--- src/rtl/simd_pk_pkg.sv ---
package simd_pk_pkg;

    typedef enum logic [1:0] {
        OP_PACK   = 2'b00,
        OP_UNPACK = 2'b01,
        OP_EXT8   = 2'b10,
        OP_EXT16  = 2'b11
    } pk_op_e;

endpackage

--- src/rtl/simd_lane_clamp.sv ---
module simd_lane_clamp #(
    parameter int IN_W  = 16,
    parameter int OUT_W = 8
) (
    input  logic [IN_W-1:0]  lane_i,
    output logic [OUT_W-1:0] byte_o,
    output logic             sat_o
);
    localparam int TOP_W = IN_W - OUT_W + 1;

    logic [TOP_W-1:0] top_bits;
    logic             neg;
    logic             fits;

    assign top_bits = lane_i[IN_W-1:OUT_W-1];
    assign neg      = lane_i[IN_W-1];
    // The lane fits when every bit from the target sign position upward agrees.
    assign fits     = (&top_bits) | ~(|top_bits);
    assign sat_o    = ~fits;

    always_comb begin
        if (fits) begin
            byte_o = lane_i[OUT_W-1:0];
        end else if (neg) begin
            byte_o = {1'b1, {(OUT_W-1){1'b0}}};
        end else begin
            byte_o = {1'b0, {(OUT_W-1){1'b1}}};
        end
    end
endmodule

--- src/rtl/simd_sext.sv ---
module simd_sext #(
    parameter int IN_W  = 8,
    parameter int OUT_W = 16
) (
    input  logic [IN_W-1:0]  val_i,
    output logic [OUT_W-1:0] val_o
);
    assign val_o = {{(OUT_W-IN_W){val_i[IN_W-1]}}, val_i};
endmodule

--- src/rtl/simd_pack_unit.sv ---
module simd_pack_unit #(
    parameter int WORD_W   = 32,
    parameter int NARROW_W = 8
) (
    input  logic                               clk,
    input  logic                               rst_n,
    input  logic [1:0]                         op_sel,
    input  logic [WORD_W-1:0]                  src_lo,
    input  logic [WORD_W-1:0]                  src_hi,
    output logic [WORD_W-1:0]                  res_lo,
    output logic [WORD_W-1:0]                  res_hi,
    output logic [WORD_W/NARROW_W-1:0]         sat_flags
);
    import simd_pk_pkg::*;

    localparam int WIDE_W = 2 * NARROW_W;
    localparam int LANES  = WORD_W / NARROW_W;

    pk_op_e                     op;
    logic [2*WORD_W-1:0]        pair_w;
    logic [WORD_W-1:0]          packed_w;
    logic [LANES-1:0]           sat_w;
    logic [LANES*WIDE_W-1:0]    wide_w;
    logic [WORD_W-1:0]          ext8_w;
    logic [WORD_W-1:0]          ext16_w;
    logic [WORD_W-1:0]          nxt_lo;
    logic [WORD_W-1:0]          nxt_hi;
    logic [LANES-1:0]           nxt_sat;

    assign op     = pk_op_e'(op_sel);
    assign pair_w = {src_hi, src_lo};

    for (genvar k = 0; k < LANES; k++) begin : g_lane
        simd_lane_clamp #(
            .IN_W (WIDE_W),
            .OUT_W(NARROW_W)
        ) u_clamp (
            .lane_i(pair_w[k*WIDE_W +: WIDE_W]),
            .byte_o(packed_w[k*NARROW_W +: NARROW_W]),
            .sat_o (sat_w[k])
        );

        simd_sext #(
            .IN_W (NARROW_W),
            .OUT_W(WIDE_W)
        ) u_widen (
            .val_i(src_lo[k*NARROW_W +: NARROW_W]),
            .val_o(wide_w[k*WIDE_W +: WIDE_W])
        );
    end

    simd_sext #(
        .IN_W (NARROW_W),
        .OUT_W(WORD_W)
    ) u_ext8 (
        .val_i(src_lo[NARROW_W-1:0]),
        .val_o(ext8_w)
    );

    simd_sext #(
        .IN_W (WIDE_W),
        .OUT_W(WORD_W)
    ) u_ext16 (
        .val_i(src_lo[WIDE_W-1:0]),
        .val_o(ext16_w)
    );

    always_comb begin
        nxt_lo  = '0;
        nxt_hi  = '0;
        nxt_sat = '0;
        unique case (op)
            OP_PACK: begin
                nxt_lo  = packed_w;
                nxt_sat = sat_w;
            end
            OP_UNPACK: begin
                nxt_lo = wide_w[LANES*WIDE_W-1 -: WORD_W];
                nxt_hi = wide_w[WORD_W-1:0];
            end
            OP_EXT8:  nxt_lo = ext8_w;
            OP_EXT16: nxt_lo = ext16_w;
            default: begin
                nxt_lo  = '0;
                nxt_hi  = '0;
                nxt_sat = '0;
            end
        endcase
    end

    always_ff @(posedge clk or negedge rst_n) begin
        if (!rst_n) begin
            res_lo    <= '0;
            res_hi    <= '0;
            sat_flags <= '0;
        end else begin
            res_lo    <= nxt_lo;
            res_hi    <= nxt_hi;
            sat_flags <= nxt_sat;
        end
    end
endmodule


--- config.mk ---
export PLATFORM = sky130hd
export DESIGN_NAME = simd_pack_unit
export DESIGN_NICKNAME = d
export VERILOG_FILES = /design/src/rtl/simd_pk_pkg.sv /design/src/rtl/simd_lane_clamp.sv /design/src/rtl/simd_sext.sv /design/src/rtl/simd_pack_unit.sv
export SDC_FILE = /design/constraint.sdc
export NUM_CORES = 1
export LEC_CHECK = 0
export BUFFER_PORTS_ARGS = -buffer_cell sky130_fd_sc_hd__buf_2
export CORE_MARGIN = 5
export CORE_UTILIZATION = 44
export CTS_CLUSTER_DIAMETER = 60
export DETAILED_ROUTE_END_ITERATION = 6
export GPL_TIMING_DRIVEN = 0
export PLACE_DENSITY = 0.8
export REMOVE_ABC_BUFFERS = 1
export SKIP_CTS_REPAIR_TIMING = 1
export SLEW_MARGIN = 5
export SYNTH_ARGS = -nofsm -noshare
export SYNTH_HDL_FRONTEND = slang
export SYNTH_SLANG_ARGS = --single-unit
export TNS_END_PERCENT = 20
--- constraint.sdc ---
create_clock -name clk -period 0.94 [get_ports clk]
set_input_delay 0.282 -clock clk [delete_from_list [all_inputs] [get_ports clk]]
set_output_delay 0.282 -clock clk [all_outputs]
set_load 0.02 [all_outputs]
==> impl_metrics.env, run 1 <==
export IMPL_syn_area_sq_um=2350
export IMPL_dpl_hpwl_mm=4.87
export IMPL_cts_buffers=5
export IMPL_grt_ovfl_total=0
export IMPL_critPathSlowestCell="dfrtp_2"
export IMPL_synth_area_leader_cell="dfrtp_1"
export IMPL_clock_sinks=52
export IMPL_period_minus_slack_ps=1220
export IMPL_worst_slack_ps=-279
export IMPL_yosysTopAreaCellShare_pct=55.3
export IMPL_slowest_delay_ps=460
export IMPL_cts_tree="built"
export IMPL_power_density_nw_per_um2=1580
export IMPL_layout_nets=414
export IMPL_drv_cap=0
export IMPL_die_x_microns=83.1
export IMPL_synthCells=222
export IMPL_ys_seq_area_share_pct=55.3
export IMPL_power_frac_seq_pct=46.6
export IMPL_worstPathMaxFanout=9
export IMPL_drive_gt1_share_pct=49.6
export IMPL_antenna_cells=0
export IMPL_critical_path_class="reg2out"
export IMPL_drt_iter0_drc=153
export IMPL_switchingPower_uw=1520
export IMPL_ys_ff_latch=52
export IMPL_synth_area_top_cells="dfrtp_1 55%, buf_4 5.4%, and2_1 3.7%, nand2_1 3.4%, nor2_1 3.2%"
export IMPL_final_hold_viol_count=23
export IMPL_vias_per_cell=5.17
export IMPL_ant_nets=0
export IMPL_path_cells="buf_2"
export IMPL_clockBufferDepth=2
export IMPL_arrival_ps=940
export IMPL_peakVddDrop_v=0.000687
export IMPL_crit_buf_inv=1
export IMPL_worst_slew_pin_slew_ps=524
export IMPL_wl_mm=6.64
export IMPL_grt_max_degree=53
export IMPL_start_kind="flop"
export IMPL_yosysWarnings=0
export IMPL_place_ws_ps=-804
export IMPL_p_sw_share_pct=28.9
export IMPL_syn_avg_cell_area_sq_um=10.6
export IMPL_fp_dieArea_sq_um=6900
export IMPL_core_area_sq_um=5140
export IMPL_antenna_found_initial=0
export IMPL_gp_congestion=0.766
export IMPL_cts_max_level=2
export IMPL_vias=2155
export IMPL_port_buffers=135
export IMPL_hp_class="in2async"
export IMPL_rsz0062_at_grt="yes"
export IMPL_cts_root_buf="clkbuf_8"
export IMPL_fmax_mhz=820
export IMPL_grt_pass1_wl_mm=10.3
export IMPL_violations="hold timing, setup timing"
export IMPL_slew_violations=0
export IMPL_die_h_microns=83.1
export IMPL_pwr_share_comb_pct=22.5
export IMPL_clockPowerShare_pct=30.9
export IMPL_fin_crit_sh_pct=130
export IMPL_clk_pin_slew_ps=90
export IMPL_rows=26
export IMPL_leakage_uw=0.00172
export IMPL_grt_usage_pct=18.2
export IMPL_initial_core_util_pct=45.7
export IMPL_whs_ps=-64.9
export IMPL_cp_end_kind="output pin"
export IMPL_syn_to_final_growth_pct=41.3
export IMPL_yosysUniqueCellTypes=39
export IMPL_wl_per_cell_microns=15.9
export IMPL_relSlewSlack_pct=65.1
export IMPL_status="finished with violations"
export IMPL_critPathTopFamily="flip-flops"
export IMPL_drc=0
export IMPL_io_pins=136
export IMPL_cp_required_ps=660
export IMPL_finalSetupViolCount=82
export IMPL_intPower_uw=3740
export IMPL_grt_pass1_vias=2123
export IMPL_drtPass1Iterations=4
## stage by stage
step           utilization, %  power, uW  area, sq um  instances  TNS [ps]
2_1_floorplan               -       3030         2190        200    -17660
3_3_place_gp             57.5       3530         2960        405    -44210
3_5_place_dp             57.5       3550         2960        405    -46210
4_1_cts                  59.9       5150         3080        413    -27240
5_1_grt                  64.6       5490         3320        417    -17310
6_report                 64.6       5260         3320        417    -14330
## cells in the final DEF (no fill, tap or decap), drive strengths merged, types with 8 or more instances in the layout
master / instances
a21o: 10
nor2: 21
nand2: 23
o21ai: 11
dfrtp: 52
buf: 137
nor4: 8
and2: 15
a21oi: 13
## sequential cells by signal, indices dropped and copies added (netlist names)
signal,count
sat_flags,4
res_hi,16
res_lo,32
## power groups by stage
stage          sequential (uW)  clock (uW)  combinational [uW]
3_5_place_dp              2490           0                1060
2_1_floorplan             2760           0                 272
4_1_cts                   2440        1640                1060
5_1_grt                   2470        1740                1280
3_3_place_gp              2480           0                1050
6_report                  2450        1620                1190
## per-layer routing
| metal | GRT usage [%] | vias up | routed length (microns) |
|---|---|---|---|
| met5 | 0 | - | 0 |
| li1 | - | 1029 | - |
| met1 | 21.6 | 1028 | 2620 |
| met3 | 4.55 | 13 | 459 |
| met2 | 31.9 | 85 | 3420 |
| met4 | 6.39 | 0 | 142 |
## worst max-delay path by stage
stage | endpoint | slack, ps | cells after the start | startpoint
final | res_hi[8] | -280 | 1 | res_hi[15]$_DFF_PN0_
after global routing | res_hi[8] | -330 | 1 | res_hi[15]$_DFF_PN0_
after CTS | res_lo[27]$_DFF_PN0_ | -480 | 4 | op_sel[0]
after detailed placement | res_lo[27]$_DFF_PN0_ | -800 | 4 | op_sel[0]
after global placement | res_lo[26]$_DFF_PN0_ | -750 | 4 | op_sel[0]
after floorplan | res_hi[10] | -700 | 0 | res_hi[15]$_DFF_PN0_
## cells by family after synthesis
family | Yosys count | share of synthesized area [%]
AOI/OAI and AO/OA | 60 | 18.9
and+or+nand+nor | 84 | 18.4
buffers and inverters | 26 | 7.34
DFF | 52 | 55.3
## synthesized netlist by cell type (all sizes together)
library cell,count
nand2b,1
inv,4
o31ai,2
and2b,1
a31oi,1
a21o,10
nor4,8
nand4,5
a22oi,7
buf,20
nand2,23
nor2b,2
nand3b,1
o211a,7
o221ai,7
o21ai,11
a211oi,1
and4,2
dfrtp,52
or2,2
a21oi,12
clkbuf,2
a31o,1
a211o,1
nor2,21
nand3,3
and2,15
## final cells by class
class | instances | area (sq um)
clock buffers | 6 | 82.6
well taps | 70 | 87.6
multi-input cells | 145 | 996
clock inverters | 2 | 38.8
repair buffers | 138 | 793
inverters | 4 | 20.0
fillers | 427 | 1820
flip-flops and latches | 52 | 1300
(Power assumes the default switching activity.)
==> run 2, diff against run 1 <==
--- a/constraint.sdc
+++ b/constraint.sdc
@@ -3,2 +3,2 @@
 set_output_delay 0.282 -clock clk [all_outputs]
-set_load 0.02 [all_outputs]
+set_load 0.1 [all_outputs]
==> run 2 against run 1 <==
Net effect:
- the flow still finishes with violations (hold timing, setup timing)
- sequential power increased by 4%
- sequential cell count unchanged
- non-clock buffer count increased by 2
- die area unchanged
- largest cell class is now non-clock buffers
- sequential share of layout area decreased by 6.5 points
- core utilization increased by 13 points
- wire length increased by 28%
==> impl_metrics.env, run 2 (same netlist as run 1, synthesis figures left out) <==
export IMPL_status="finished with violations"
export IMPL_violations="hold timing, setup timing"
export IMPL_worst_slack_ps=-467
export IMPL_drive_gt1_share_pct=50.1
export IMPL_start_kind="flop"
export IMPL_reg_top3="res_lo: 32 flops, res_hi: 16 flops, sat_flags: 4 flops"
export IMPL_die_x_microns=83.1
export IMPL_initial_core_util_pct=45.7
export IMPL_grt_max_degree=53
export IMPL_fmax_mhz=711
export IMPL_period_minus_slack_ps=1410
export IMPL_clk_pin_slew_ps=100
export IMPL_antenna_cells=0
export IMPL_largest_register_ffs=32
export IMPL_wl_per_cell_microns=20.4
export IMPL_finalSetupViolCount=90
export IMPL_drc=0
export IMPL_dpl_hpwl_mm=4.87
export IMPL_cp_required_ps=660
export IMPL_clock_sinks=52
export IMPL_crit_buf_inv=1
export IMPL_power_density_nw_per_um2=1760
export IMPL_whs_ps=-61.0
export IMPL_layoutNonFillerInstCount=419
export IMPL_port_buffers=135
export IMPL_relSlewSlack_pct=63.1
export IMPL_top_usage_layer="met2"
export IMPL_drt_iter0_drc=171
export IMPL_cts_tree="built"
export IMPL_hp_class="in2async"
export IMPL_cts_max_level=2
export IMPL_final_common_cell="buf_2"
export IMPL_top_register="res_lo"
export IMPL_cp_end_kind="output pin"
export IMPL_nFillCells=295
export IMPL_grt_pass1_wl_mm=10.3
export IMPL_worst_slew_pin_slew_ps=554
export IMPL_worstPathMaxFanout=9
export IMPL_layout_nets=416
export IMPL_seq_area_sq_um=1300
export IMPL_slew_violations=0
export IMPL_multi_input_area_sq_um=1000
export IMPL_gr_usage_met1_pct=21.6
export IMPL_syn_to_final_growth_pct=69.5
export IMPL_final_area_sq_um=3990
export IMPL_ant_nets=0
export IMPL_gp_congestion=0.766
export IMPL_clockBufferDepth=2
export IMPL_io_pins=136
export IMPL_vias=2362
export IMPL_dp_cells=405
export IMPL_slowest_delay_ps=530
export IMPL_wl_mm=8.53
export IMPL_arrival_ps=1130
export IMPL_critPathTopFamily="flip-flops"
export IMPL_cts_root_buf="clkbuf_8"
export IMPL_final_hold_viol_count=23
export IMPL_gr_usage_met3_pct=4.55
export IMPL_rows=26
export IMPL_fin_crit_sh_pct=150
export IMPL_path_cells="buf_6"
export IMPL_cts_buffers=5
export IMPL_antenna_found_initial=0
export IMPL_met2_usage_pct=31.9
export IMPL_grt_pass1_vias=2123
export IMPL_grt_ovfl_total=0
export IMPL_setup_tns_ps=-21660
export IMPL_critical_path_class="reg2out"
export IMPL_die_h_microns=83.1
export IMPL_fp_dieArea_sq_um=6900
export IMPL_layout_common_cells="64 x buf_2, 50 x dfrtp_1, 48 x buf_8"
export IMPL_drv_cap=0
export IMPL_critPathSlowestCell="dfrtp_2"
export IMPL_grt_usage_pct=18.2
export IMPL_rsz0062_at_grt="yes"
export IMPL_vias_per_cell=5.64
export IMPL_leakage_uw=0.00191
export IMPL_peakVddDrop_v=0.000850
export IMPL_core_area_sq_um=5140
export IMPL_drtPass1Iterations=4
export IMPL_dpl_cell_area_sq_um=2960
[run 2: changes by cell type in the layout (fill, tap and decap cells not counted), sizes merged]
cell  change
buf       +2
[run 2: routing by layer]
metal | vias to the layer above | wire (microns)
met4 | 0 | 361
li1 | 1031 | -
met3 | 35 | 615
met2 | 150 | 4630
met1 | 1146 | 2920
met5 | - | 0
[run 2: where the power goes]
| part | switching [uW] | internal, uW | leakage [uW] |
|---|---|---|---|
| Combinational | 2020 | 838 | 0.00122 |
| Sequential | 129 | 2410 | 0.000635 |
| Clock | 761 | 871 | 0.0000614 |
| Total | 2910 | 4120 | 0.00191 |
[run 2: area by class of cell]
class | count | share of cell area, %
Clock inverter | 2 | 0.973
Sequential cell | 52 | 32.7
Inverter | 4 | 0.502
Multi-Input combinational cell | 145 | 25.1
Clock buffer | 6 | 2.07
Timing Repair Buffer | 140 | 36.4
Tap cell | 70 | 2.20
[run 2: worst paths after layout]
kind                                 startpoint                   end  slack [ps]  depth (start not counted)
setup / recovery           res_hi[30]$_DFF_PN0_            res_hi[25]        -470                          1
hold / removal                            rst_n   res_hi[5]$_DFF_PN0_         -60                          1
max in group asynchronous                 rst_n  res_lo[31]$_DFF_PN0_         430                          2
min in group clk                     src_hi[31]  res_lo[31]$_DFF_PN0_         210                          3
[run 2: per-stage QoR]
| stage | utilization [%] | setup WS (ps) | power (uW) | hold slack, ps |
|---|---|---|---|---|
| CTS | 59.9 | -597 | 6390 | 195 |
| finish | 77.5 | -467 | 7020 | -61.0 |
| floorplan | - | -4990 | 4240 | -13.6 |
| global route | 77.5 | -520 | 7260 | -28.1 |
| global placement | 57.5 | -754 | 4770 | 516 |
| detailed placement | 57.5 | -804 | 4780 | 524 |
